==> config.mk <==
export PLATFORM = sky130hd
export DESIGN_NAME = ta_guard
export DESIGN_NICKNAME = d
export VERILOG_FILES = /design/src/rtl/ta_guard_pkg.sv /design/src/rtl/ta_bus_decode.sv /design/src/rtl/ta_key_fsm.sv /design/src/rtl/ta_prot_reg.sv /design/src/rtl/ta_guard.sv
export SDC_FILE = /design/constraint.sdc
export NUM_CORES = 1
export LEC_CHECK = 0
export ABC_CLOCK_PERIOD_IN_PS = 2590
export CAP_MARGIN = 0
export CORE_ASPECT_RATIO = 1.5
export CORE_MARGIN = 2
export CORE_UTILIZATION = 35
export CTS_CLUSTER_SIZE = 24
export DETAILED_ROUTE_END_ITERATION = 12
export PLACE_DENSITY = 0.76
export SETUP_SLACK_MARGIN = 0.3
export SYNTH_ARGS = -nofsm -noshare
export SYNTH_HDL_FRONTEND = slang
export SYNTH_HIERARCHICAL = 1
export SYNTH_SLANG_ARGS = --single-unit
==> constraint.sdc <==
create_clock -name clk -period 2.59 [get_ports clk]
set_input_delay 0.777 -clock clk [delete_from_list [all_inputs] [get_ports clk]]
set_output_delay 0.777 -clock clk [all_outputs]
set_load 0.1 [all_outputs]
==> src/rtl/ta_guard_pkg.sv <==
package ta_guard_pkg;

    typedef enum logic [1:0] {
        TA_IDLE  = 2'd0,
        TA_ARMED = 2'd1,
        TA_OPEN  = 2'd2
    } ta_state_e;

    typedef struct packed {
        logic first_key;
        logic second_key;
        logic other_key;
        logic prot_hit;
    } ta_evt_s;

endpackage

==> src/rtl/ta_bus_decode.sv <==
module ta_bus_decode
    import ta_guard_pkg::*;
#(
    parameter int                ADDR_W     = 8,
    parameter int                DATA_W     = 8,
    parameter logic [ADDR_W-1:0] KEY_ADDR   = 8'hC7,
    parameter logic [ADDR_W-1:0] PROT_ADDR  = 8'hB1,
    parameter logic [DATA_W-1:0] KEY_FIRST  = 8'hAA,
    parameter logic [DATA_W-1:0] KEY_SECOND = 8'h55
) (
    input  logic              wr_en,
    input  logic [ADDR_W-1:0] wr_addr,
    input  logic [DATA_W-1:0] wr_data,
    output ta_evt_s           evt
);

    logic key_sel;
    logic prot_sel;

    always_comb begin
        key_sel  = wr_en && (wr_addr == KEY_ADDR);
        prot_sel = wr_en && (wr_addr == PROT_ADDR);

        evt.first_key  = key_sel && (wr_data == KEY_FIRST);
        evt.second_key = key_sel && (wr_data == KEY_SECOND);
        evt.other_key  = key_sel && (wr_data != KEY_FIRST) && (wr_data != KEY_SECOND);
        evt.prot_hit   = prot_sel;
    end

endmodule

==> src/rtl/ta_key_fsm.sv <==
module ta_key_fsm
    import ta_guard_pkg::*;
#(
    parameter int ARM_CYCLES  = 3,
    parameter int OPEN_CYCLES = 3
) (
    input  logic    clk,
    input  logic    rst_n,
    input  logic    mc_tick,
    input  ta_evt_s evt,
    output logic    win_open,
    output logic    prot_we
);

    localparam int CNT_MAX = (ARM_CYCLES > OPEN_CYCLES) ? ARM_CYCLES : OPEN_CYCLES;
    localparam int CNT_W   = (CNT_MAX < 2) ? 1 : $clog2(CNT_MAX);
    localparam logic [CNT_W-1:0] ARM_LAST  = CNT_W'(ARM_CYCLES - 1);
    localparam logic [CNT_W-1:0] OPEN_LAST = CNT_W'(OPEN_CYCLES - 1);

    ta_state_e        state_q, state_d;
    logic [CNT_W-1:0] cnt_q, cnt_d;

    // state register
    always_ff @(posedge clk) begin
        if (!rst_n) begin
            state_q <= TA_IDLE;
            cnt_q   <= '0;
        end else begin
            state_q <= state_d;
            cnt_q   <= cnt_d;
        end
    end

    // transitions
    always_comb begin
        state_d = state_q;
        cnt_d   = cnt_q;
        unique case (state_q)
            TA_IDLE: begin
                if (evt.first_key) begin           // first_key
                    state_d = TA_ARMED;
                    cnt_d   = '0;
                end
            end
            TA_ARMED: begin
                if (evt.second_key) begin          // second_key
                    state_d = TA_OPEN;
                    cnt_d   = '0;
                end else if (evt.first_key) begin  // rearm
                    cnt_d   = '0;
                end else if (evt.other_key) begin  // abort
                    state_d = TA_IDLE;
                    cnt_d   = '0;
                end else if (mc_tick) begin
                    if (cnt_q == ARM_LAST) begin   // arm_timeout
                        state_d = TA_IDLE;
                        cnt_d   = '0;
                    end else begin
                        cnt_d = cnt_q + 1'b1;
                    end
                end
            end
            TA_OPEN: begin
                if (evt.first_key) begin           // reopen
                    state_d = TA_ARMED;
                    cnt_d   = '0;
                end else if (mc_tick) begin
                    if (cnt_q == OPEN_LAST) begin  // window_expire
                        state_d = TA_IDLE;
                        cnt_d   = '0;
                    end else begin
                        cnt_d = cnt_q + 1'b1;
                    end
                end
            end
            default: begin
                state_d = TA_IDLE;
                cnt_d   = '0;
            end
        endcase
    end

    // outputs
    always_comb begin
        win_open = (state_q == TA_OPEN);
        prot_we  = evt.prot_hit && (state_q == TA_OPEN);
    end

endmodule

==> src/rtl/ta_prot_reg.sv <==
module ta_prot_reg #(
    parameter int                ADDR_W    = 8,
    parameter int                DATA_W    = 8,
    parameter logic [ADDR_W-1:0] PROT_ADDR = 8'hB1,
    parameter logic [DATA_W-1:0] PROT_INIT = '0
) (
    input  logic              clk,
    input  logic              rst_n,
    input  logic              we,
    input  logic [DATA_W-1:0] wdata,
    input  logic [ADDR_W-1:0] rd_addr,
    output logic [DATA_W-1:0] rd_data,
    output logic [DATA_W-1:0] q
);

    always_ff @(posedge clk) begin
        if (!rst_n)  q <= PROT_INIT;
        else if (we) q <= wdata;
    end

    // key address and all others read as zero
    always_comb begin
        rd_data = (rd_addr == PROT_ADDR) ? q : '0;
    end

endmodule

==> src/rtl/ta_guard.sv <==
module ta_guard
    import ta_guard_pkg::*;
#(
    parameter int                ADDR_W      = 8,
    parameter int                DATA_W      = 8,
    parameter logic [ADDR_W-1:0] KEY_ADDR    = 8'hC7,
    parameter logic [ADDR_W-1:0] PROT_ADDR   = 8'hB1,
    parameter logic [DATA_W-1:0] KEY_FIRST   = 8'hAA,
    parameter logic [DATA_W-1:0] KEY_SECOND  = 8'h55,
    parameter logic [DATA_W-1:0] PROT_INIT   = 8'h00,
    parameter int                ARM_CYCLES  = 3,
    parameter int                OPEN_CYCLES = 3
) (
    input  logic              clk,
    input  logic              rst_n,
    input  logic              mc_tick,
    input  logic              wr_en,
    input  logic [ADDR_W-1:0] wr_addr,
    input  logic [DATA_W-1:0] wr_data,
    input  logic [ADDR_W-1:0] rd_addr,
    output logic [DATA_W-1:0] rd_data,
    output logic              win_open,
    output logic              prot_we,
    output logic [DATA_W-1:0] prot_q
);

    ta_evt_s evt;

    ta_bus_decode #(
        .ADDR_W(ADDR_W), .DATA_W(DATA_W), .KEY_ADDR(KEY_ADDR),
        .PROT_ADDR(PROT_ADDR), .KEY_FIRST(KEY_FIRST), .KEY_SECOND(KEY_SECOND)
    ) u_dec (
        .wr_en(wr_en), .wr_addr(wr_addr), .wr_data(wr_data), .evt(evt)
    );

    ta_key_fsm #(
        .ARM_CYCLES(ARM_CYCLES), .OPEN_CYCLES(OPEN_CYCLES)
    ) u_fsm (
        .clk(clk), .rst_n(rst_n), .mc_tick(mc_tick), .evt(evt),
        .win_open(win_open), .prot_we(prot_we)
    );

    ta_prot_reg #(
        .ADDR_W(ADDR_W), .DATA_W(DATA_W), .PROT_ADDR(PROT_ADDR), .PROT_INIT(PROT_INIT)
    ) u_reg (
        .clk(clk), .rst_n(rst_n), .we(prot_we), .wdata(wr_data),
        .rd_addr(rd_addr), .rd_data(rd_data), .q(prot_q)
    );

endmodule

* Word level (Yosys, flattened, before mapping)
Index checks and enable logic that the tools add are counted.
W data, S select, Z words.
** Storage, ports and cells
- Register bits after elaboration :: 12
- Input bits :: 28
- Output and inout bits :: 18
- Word-level logic and storage cells :: 42
** Operators by class
- Add/subtract/negate cells :: 1
- Eq/ne operators :: 12
- Mux-type cells :: 17
- Reductions and logical operators :: 9
** Operator list (number)
- $eq A8 B8 Y1 const B :: 4
- $mux W2 :: 14
- $pmux W2 S3 :: 2
- $eq A8 B7 Y1 const B :: 1
- $mux W8 :: 1
- $ne A8 B7 Y1 const B :: 1
- $ne A8 B8 Y1 const B :: 1
- $logic_and A1 B1 Y1 :: 7
- $eq A2 B2 Y1 const B :: 2
- $ne A3 B3 Y1 const B :: 1
- $add A2 B1 Y2 const B :: 1
- $eq A2 B1 Y1 const B :: 1
- $logic_not A2 Y1 :: 1
- $ne A2 B2 Y1 const B :: 1
- $reduce_and A2 Y1 :: 1

* Depth between registers and ports, before layout
Gate-level depths: netlist of run 1.
- Depth after elaboration :: 8
- Depth in mapped cells :: 8
- Gate-level depth less buffers :: 6

* Hierarchy
Netlist of run 1, hierarchy kept.
** By module, submodules not included
- ta_prot_reg :: times used 1, cells an instance 44, area each 435.4 µm², sequential area each 160.2 µm²
- ta_key_fsm :: times used 1, cells an instance 42, area each 355.3 µm², sequential area each 80.1 µm²
- ta_bus_decode :: times used 1, cells an instance 16, area each 130.1 µm², sequential area each 0.0 µm²

* Worst setup path before layout of run 1
No wires, ideal clock.
- Kind :: input to output
- From :: in rd_addr[6]
- To :: out rd_data[0]
- Arrival time :: 2674 ps
- Required time :: 1813 ps
- Setup slack :: -861 ps
- Stages on the path :: 3
- Path buffers :: 1
- Path through :: or4b_1 buf_6 nor3_2
** Between the ends
- Word-level cells in the longest chain between the ends :: 2
** Ends and longest elaborated chain
- from (decl) :: line ta_guard.sv:20 : input logic [ADDR_W-1:0] rd_addr,
- $eq A8 B8 Y1 :: line ta_prot_reg.sv:23 : rd_data = (rd_addr == PROT_ADDR) ? q : '0;
- $mux W8 :: line ta_prot_reg.sv:23
- to (decl) :: line ta_guard.sv:21 : output logic [DATA_W-1:0] rd_data,
No other way between the ends.

* Worst setup path after layout of run 1
- From :: in rd_addr[2]
- To :: out rd_data[1]
Same word-level chain as after synthesis.

==> results of run 1 <==
## placed cells by master, fill, tap and decap left out, types with 4 or more instances in the layout
cell             n
buf_4           21
inv_1           14
nor2b_1         12
dfxtp_1         12
buf_12          10
nor3_4           9
dlymetal6s2s_1   8
mux2i_1          8
dlygate4sd2_1    7
buf_2            5
nand2_1          5
buf_6            4
## repair_timing
item                                    CTS  global route
pin swaps                                15            13
setup buffers                             3             2
endpoints found under the setup margin   13            13
gates resized for setup                  48            15
## flip-flops by register name, summed over array words and instances (netlist names)
signal         flops
u_fsm/state_q      2
u_fsm/cnt_q        2
u_reg/q            8
## worst min-delay path, delay by kind of cell, from the launching register on
family,cells,cell delay [ps]
AOI/OAI and AO/OA,1,70
DFF,1,350
and+or+nand+nor,1,70
## cell families (layout without fill, tap and decap cells)
kind of cell | count (synthesis) | in the layout | synth area share
buf+inv | 17 | 79 | 0.08288
simple gates | 50 | 50 | 0.4171
fa+ha+maj | 4 | 4 | 0.05435
flops | 12 | 12 | 0.2609
compound gates | 11 | 11 | 0.09783
mux | 8 | 8 | 0.08696
## metal layers
metal,up-vias,part of all wire,track usage
met3,2,0.064,0.04878
met2,47,0.59,0.3993
met1,472,0.35,0.1881
met5,-,0,0
met4,0,0.0044,0.07143
li1,486,-,-
## final timing paths
path / end / slack, ps / cells past startpoint
max: rd_data[1] / -170 / 5
min: u_fsm/cnt_q[1]$_SDFFE_PN0P_ / 530 / 2
max reg2reg: u_reg/q[2]$_SDFFE_PN0P_ / 970 / 7
min reg2reg: u_fsm/cnt_q[1]$_SDFFE_PN0P_ / 530 / 2
## cell type report
| type | instances | share of cell area |
|---|---|---|
| Multi-Input combinational cell | 73 | 0.4280 |
| Timing Repair Buffer | 61 | 0.3683 |
| Sequential cell | 12 | 0.1363 |
| Inverter | 14 | 0.02981 |
| Clock buffer | 4 | 0.02058 |
| Tap cell | 24 | 0.01703 |
## cell usage after synthesis (3+ instances only)
| master | count |
|---|---|
| dfxtp_1 | 12 |
| ha_1 | 4 |
| inv_1 | 14 |
| mux2i_1 | 8 |
| nand2_1 | 5 |
| nand2b_1 | 3 |
| nor2_1 | 4 |
| nor2b_1 | 12 |
| nor3_2 | 9 |
## metrics by stage
| stage | setup TNS [ps] | util |
|---|---|---|
| global route | -1405 | 0.7116 |
| global placement | -4082 | 0.6439 |
| CTS | -1278 | 0.6823 |
| floorplan | -5085 | - |
| finish | -1194 | 0.7116 |
| detailed placement | -4331 | 0.6439 |
## power by group
part | internal [mW] | total, mW | switching [mW]
Clock | 0.0855 | 0.156 | 0.0703
Combinational | 0.0455 | 0.0747 | 0.0291
Sequential | 0.184 | 0.184 | 0.000000260
Total | 0.315 | 0.415 | 0.0995
==> metrics.md, run 1 <==
| Metric | Value |
|---|---|
| Setup Crit Path Kind | `primary input to primary output` |
| Crit path cell chain | `buf_6 > or4b_4 > buf_8 > nor3_4 > buf_12` |
| Synthesis warning total | `6` |
| Clk sinks | `12` |
| Largest net degree at the start of global routing | `13` |
| Hold Vio Cnt, Final | `0` |
| Post-Syn Area | `920.9 µm²` |
| Top Family by Delay on Critical Path | `simple AND/OR/NAND/NOR gates` |
| Status | `finished with violations` |
| Worst Path Buf+Inv | `3` |
| Minimum clock period | `2760 ps` |
| Max Slew Vio Count | `0` |
| Initial DRC count | `23` |
| Max stage delay on crit path | `560 ps` |
| Io pins | `46` |
| Netlist cell types | `35` |
| Vias per inst | `5.356` |
| Post-synth EDFFs | `0` |
| Crit path launch type | `primary input` |
| Worst Tran Pin Value | `378.7 ps` |
| Syn nets | `134` |
| Synth async-reset ratio | `0` |
| Post-route insts no fill | `188` |
| Area grow syn2layout | `91.44%` |
| Final Skew | `8.315 ps` |
| Total number of vias | `1007` |
| Core Area | `2477 µm²` |
| CTS tree | `done` |
| Diode count | `0` |
| Max_cap viols | `0` |
| 1st-pass router iterations | `4` |
| Die Height | `66.82 µm` |
| Cell count after placement | `179` |
| GR Overflow Total | `0` |
| Failing checks | `negative setup slack` |
| CP endpoint kind | `primary output` |
| Vias in the first global route | `1078` |
| Worst Setup SP | `rd_addr[2]` |
| Seq/Total Area, Yosys | `0.2609` |
| Global-route wire length before repair | `4.602 mm` |
| IO Port Bufs | `45` |
| Crit-path slowest cell | `or4b_4` |
| Hold_ws | `528.0 ps` |
| Final HPWL from detailed placement | `2.149 mm` |
| Die width | `45.88 µm` |
| Fraction of layout cells with a size suffix above 1 | `0.4268` |
| Finish-stage setup viols | `8` |
| Final instance area | `1763 µm²` |
| Post-Place Worst Slack | `-500.8 ps` |
| Worst min path class | `flip-flop to flip-flop` |
| Max VDD drop | `0.0002469 V` |
| Dpl cell area | `1595 µm²` |
| Filler Cells Inserted | `172` |
| RSZ-0062 raised after global routing | `true` |
| Clk slew on worst S/H paths | `90 ps` |
| FF+latch area | `240.2 µm²` |
| Leading area contributor after synthesis | `dfxtp_1` |
| Min-delay src | `u_fsm/cnt_q[1]$_SDFFE_PN0P_` |
| Seq cells post-synth | `12` |
| Leak | `0.8420 nW` |
| Clk buf depth | `2` |
| Clock latency at the later pin of the worst-skew pair | `280 ps` |
| Pwr Total | `0.4148 mW` |
| WP data required | `1810 ps` |
| Die area | `3066 µm²` |
| Post-Route WL | `3.188 mm` |
| Synth area leaders | `dfxtp_1 (26%), nor3_2 (9.8%), mux2i_1 (8.7%)` |
| TritonCTS buffer count | `3` |
| Multi-input logic area | `754.5 µm²` |
| Final #Nets | `197` |
| Root Driver | `clkbuf_4` |
| Final WS setup | `-170.3 ps` |
| CP Data Arrival Time | `1980 ps` |
| Initial Util | `0.3717` |
| Syn Area/Cell | `9.028 µm²` |
| Placer congestion estimate | `0.8351` |
| FP Rows | `22` |
| Syn Inst Count | `102` |
| Area share of the largest cell type after synthesis | `0.2609` |
| Worst-path maximum fanout | `4` |
| Reg2reg start | `u_fsm/state_q[0]$_SDFFE_PN0P_` |
| DRT antenna net count | `0` |
| Max Clk Rate | `0.3623 GHz` |
| Pwr dens | `235.3 nW/µm²` |
| H-tree levels | `1` |
| Top FF cell, synth | `dfxtp_1` |
| Hold_buf cts | `0` |
| Worst rel slew slack | `0.7467` |
| Initial antenna violation count | `0` |
| Wirelength per Cell | `16.96 µm` |
| DRC | `0` |
| Total track usage | `0.2036` |
| Period utilisation layout | `1.066` |
Note: power is estimated with default switching activity, not from simulation.
==> inputs of run 2 (changes only) <==
--- a/constraint.sdc
+++ b/constraint.sdc
@@ -3,2 +3,2 @@
 set_output_delay 0.777 -clock clk [all_outputs]
-set_load 0.1 [all_outputs]
+set_load 0.005 [all_outputs]
==> run 2 against run 1 <==
Effect of this change: the flow still finishes with violations (negative setup slack); clock skew fell by 3.4 ps; first-iteration DRC count fell by 17%; sequential power barely moved; total power fell by 9.8%; worst hold slack got worse by 16 ps; critical path depth rose by 1; final cell count rose by 3.2%; sequential share of layout area rose by 0.82 points; critical path type unchanged; critical endpoint is now rd_data[2]; largest cell class unchanged.
==> metrics.md, run 2 (synthesis gave the netlist of run 1 again) <==
| Metric | Value |
|---|---|
| Hold Vio Cnt, Final | `0 (unchanged)` |
| Die Height | `66.82 µm (unchanged)` |
| Worst rel slew slack | `0.7404 (was 0.7467)` |
| 1st-pass router iterations | `4 (unchanged)` |
| Wirelength per Cell | `14.37 µm (was 16.96 µm)` |
| Root Driver | `clkbuf_4 (unchanged)` |
| Final instance area | `1663 µm² (was 1763 µm²)` |
| Commonest cells after routing, fill and taps aside | `clkdlybuf4s50_1 (15), buf_2 (14), inv_1 (14) (was buf_4 (21), inv_1 (14), nor2b_1 (12), dfxtp_1 (12), buf_12 (10))` |
| Diode count | `0 (unchanged)` |
| Failing checks | `negative setup slack (unchanged)` |
| Reg with most FFs | `u_reg/q (unchanged)` |
| GR Overflow Total | `0 (unchanged)` |
| GRT Max-Usage Layer | `met2 (unchanged)` |
| H-tree levels | `1 (unchanged)` |
| RSZ-0062 raised after global routing | `true (unchanged)` |
| Max_cap viols | `0 (unchanged)` |
| Global-route wire length before repair | `4.015 mm (was 4.602 mm)` |
| Met3 usage | `0.02710 (was 0.04878)` |
| CP Depth | `6 (was 5)` |
| Core Area | `2477 µm² (unchanged)` |
| Max stage delay on crit path | `550 ps (was 560 ps)` |
| Max Clk Rate | `0.3703 GHz (was 0.3623 GHz)` |
| Max VDD drop | `0.0002054 V (was 0.0002469 V)` |
| Minimum clock period | `2700 ps (was 2760 ps)` |
| Finish-stage setup viols | `8 (unchanged)` |
| Dpl cell area | `1463 µm² (was 1595 µm²)` |
| Initial Util | `0.3717 (unchanged)` |
| Die width | `45.88 µm (unchanged)` |
| Crit path cell chain | `buf_6 > or4b_4 > buf_6 > buf_6 > nor3_2 > buf_2 (was buf_6 > or4b_4 > buf_8 > nor3_4 > buf_12)` |
| Hold path depth | `2 (unchanged)` |
| Io pins | `46 (unchanged)` |
| Final WS setup | `-110.2 ps (was -170.3 ps)` |
| Total number of vias | `1035 (was 1007)` |
| Most common cell after layout, fill and taps aside | `clkdlybuf4s50_1 (was buf_4)` |
| Vias in the first global route | `1009 (was 1078)` |
| Biggest regs | `u_reg/q x8, u_fsm/cnt_q x2, u_fsm/state_q x2 (unchanged)` |
| Placer congestion estimate | `0.8064 (was 0.8351)` |
| Vias per inst | `5.335 (was 5.356)` |
| FP Rows | `22 (unchanged)` |
| Met2 Use GR | `0.3438 (was 0.3993)` |
| DRC | `0 (unchanged)` |
| DRT antenna net count | `0 (unchanged)` |
| Leak | `0.7148 nW (was 0.8420 nW)` |
| Max reg flops | `8 (unchanged)` |
| Clk buf depth | `2 (unchanged)` |
| Top Family by Delay on Critical Path | `simple AND/OR/NAND/NOR gates (unchanged)` |
| TritonCTS buffer count | `3 (unchanged)` |
| Clk sinks | `12 (unchanged)` |
| Post-Route WL | `2.787 mm (was 3.188 mm)` |
| Grt met1 use | `0.1598 (was 0.1881)` |
| Clock latency at the later pin of the worst-skew pair | `270 ps (was 280 ps)` |
| Clk slew on worst S/H paths | `70 ps (was 90 ps)` |
| Cell mode on critical path | `buf_6` |
| Worst min path class | `flip-flop to flip-flop (unchanged)` |
| Crit path launch type | `primary input (unchanged)` |
| Die area | `3066 µm² (unchanged)` |
| CP endpoint kind | `primary output (unchanged)` |
| Worst Path Buf+Inv | `4 (was 3)` |
| Period utilisation layout | `1.043 (was 1.066)` |
| Worst Tran Pin Value | `388.3 ps (was 378.7 ps)` |
| IO Port Bufs | `45 (unchanged)` |
| CTS tree | `done (unchanged)` |
| Initial DRC count | `19 (was 23)` |
| Worst-path maximum fanout | `3 (was 4)` |
| TNS Setup | `-344.7 ps (was -1194 ps)` |
| Pwr dens | `225.0 nW/µm² (was 235.3 nW/µm²)` |
| WP data required | `1810 ps (about the same)` |
| Worst R2R Path Depth | `12 (was 7)` |
| Fraction of layout cells with a size suffix above 1 | `0.3882 (was 0.4268)` |
| Crit-path slowest cell | `or4b_4 (unchanged)` |
| Setup Crit Path Kind | `primary input to primary output (unchanged)` |
| CP Data Arrival Time | `1920 ps (was 1980 ps)` |
| Final Skew | `4.866 ps (was 8.315 ps)` |
| Max Slew Vio Count | `0 (unchanged)` |
| Final HPWL from detailed placement | `2.031 mm (was 2.149 mm)` |
| Area grow syn2layout | `80.57% (was 91.44%)` |
| Final #Nets | `204 (was 197)` |
| Status | `finished with violations (unchanged)` |
| Largest net degree at the start of global routing | `13 (unchanged)` |
| Total track usage | `0.1721 (was 0.2036)` |
| Initial antenna violation count | `0 (unchanged)` |
run 2: changes by cell type in the layout (fill, tap and decap cells not counted), moves of 3 or more:
cell / delta
nor3_2: +7
buf_6: +8
buf_12: -10
dlygate4sd2_1: -3
clkdlybuf4s50_1: +13
buf_2: +9
nor3_4: -7
buf_4: -9
run 2: repair_timing:
item / in CTS / in global routing
hold buffers: 0 / 0
gates resized for setup: 81 / 22
pin swaps: 13 / 12
cloned: 0 / 0
endpoints found under the setup margin: 14 / 21
setup buffers: 13 / 0
run 2: power by group:
| part | switching, mW | internal (mW) | total, mW |
|---|---|---|---|
| Sequential | 0.000000271 | 0.184 | 0.184 |
| Clock | 0.0601 | 0.0537 | 0.114 |
| Combinational | 0.0258 | 0.0502 | 0.0760 |
| Total | 0.0859 | 0.288 | 0.374 |
run 2: layer usage:
layer	vias up	part of all wire
met5	-	0
met4	0	0.027
met3	9	0.074
met2	48	0.54
met1	482	0.36
li1	496	-
run 2: area by class of cell:
type | instances | area (µm²)
timing repair buffer | 68 | 608.1
clock buffer | 3 | 22.52
multi-input combinational | 73 | 709.4
tap | 24 | 30.03
sequential | 12 | 240.2
inverter | 14 | 52.55
fill | 192 | 814.5
run 2: final timing paths:
| kind | start | end | slack [ps] |
|---|---|---|---|
| setup / recovery | rd_addr[2] | rd_data[2] | -110 |
| hold / removal | u_fsm/cnt_q[1]$_SDFFE_PN0P_ | u_fsm/cnt_q[1]$_SDFFE_PN0P_ | 510 |
| setup reg to reg | u_fsm/state_q[0]$_SDFFE_PN0P_ | u_reg/q[5]$_SDFFE_PN0P_ | 560 |
| hold reg to reg | u_fsm/cnt_q[1]$_SDFFE_PN0P_ | u_fsm/cnt_q[1]$_SDFFE_PN0P_ | 510 |
run 2: worst reg2reg max path, stage by stage (launching register included):
cell	delay, ps
dfxtp_1	390
inv_1	90
ha_2	230
and2_1	160
buf_4	130
buf_6	100
buf_6	100
buf_6	100
buf_6	100
buf_6	100
buf_8	130
mux2i_1	200
nor2b_1	90
run 2: per-stage QoR:
step	std cells	hold slack (ps)	setup WS (ps)	util	power (mW)
after CTS	194	501.8	-131.1	0.6313	0.3735
after global placement	178	476.1	-681.7	0.5904	0.2549
after global routing	194	519.2	-150.9	0.6712	0.3892
final	194	512.4	-110.2	0.6712	0.3741
after floorplan	102	460.1	203.2	-	0.2022
after detailed placement	178	492.0	-697.6	0.5904	0.2569
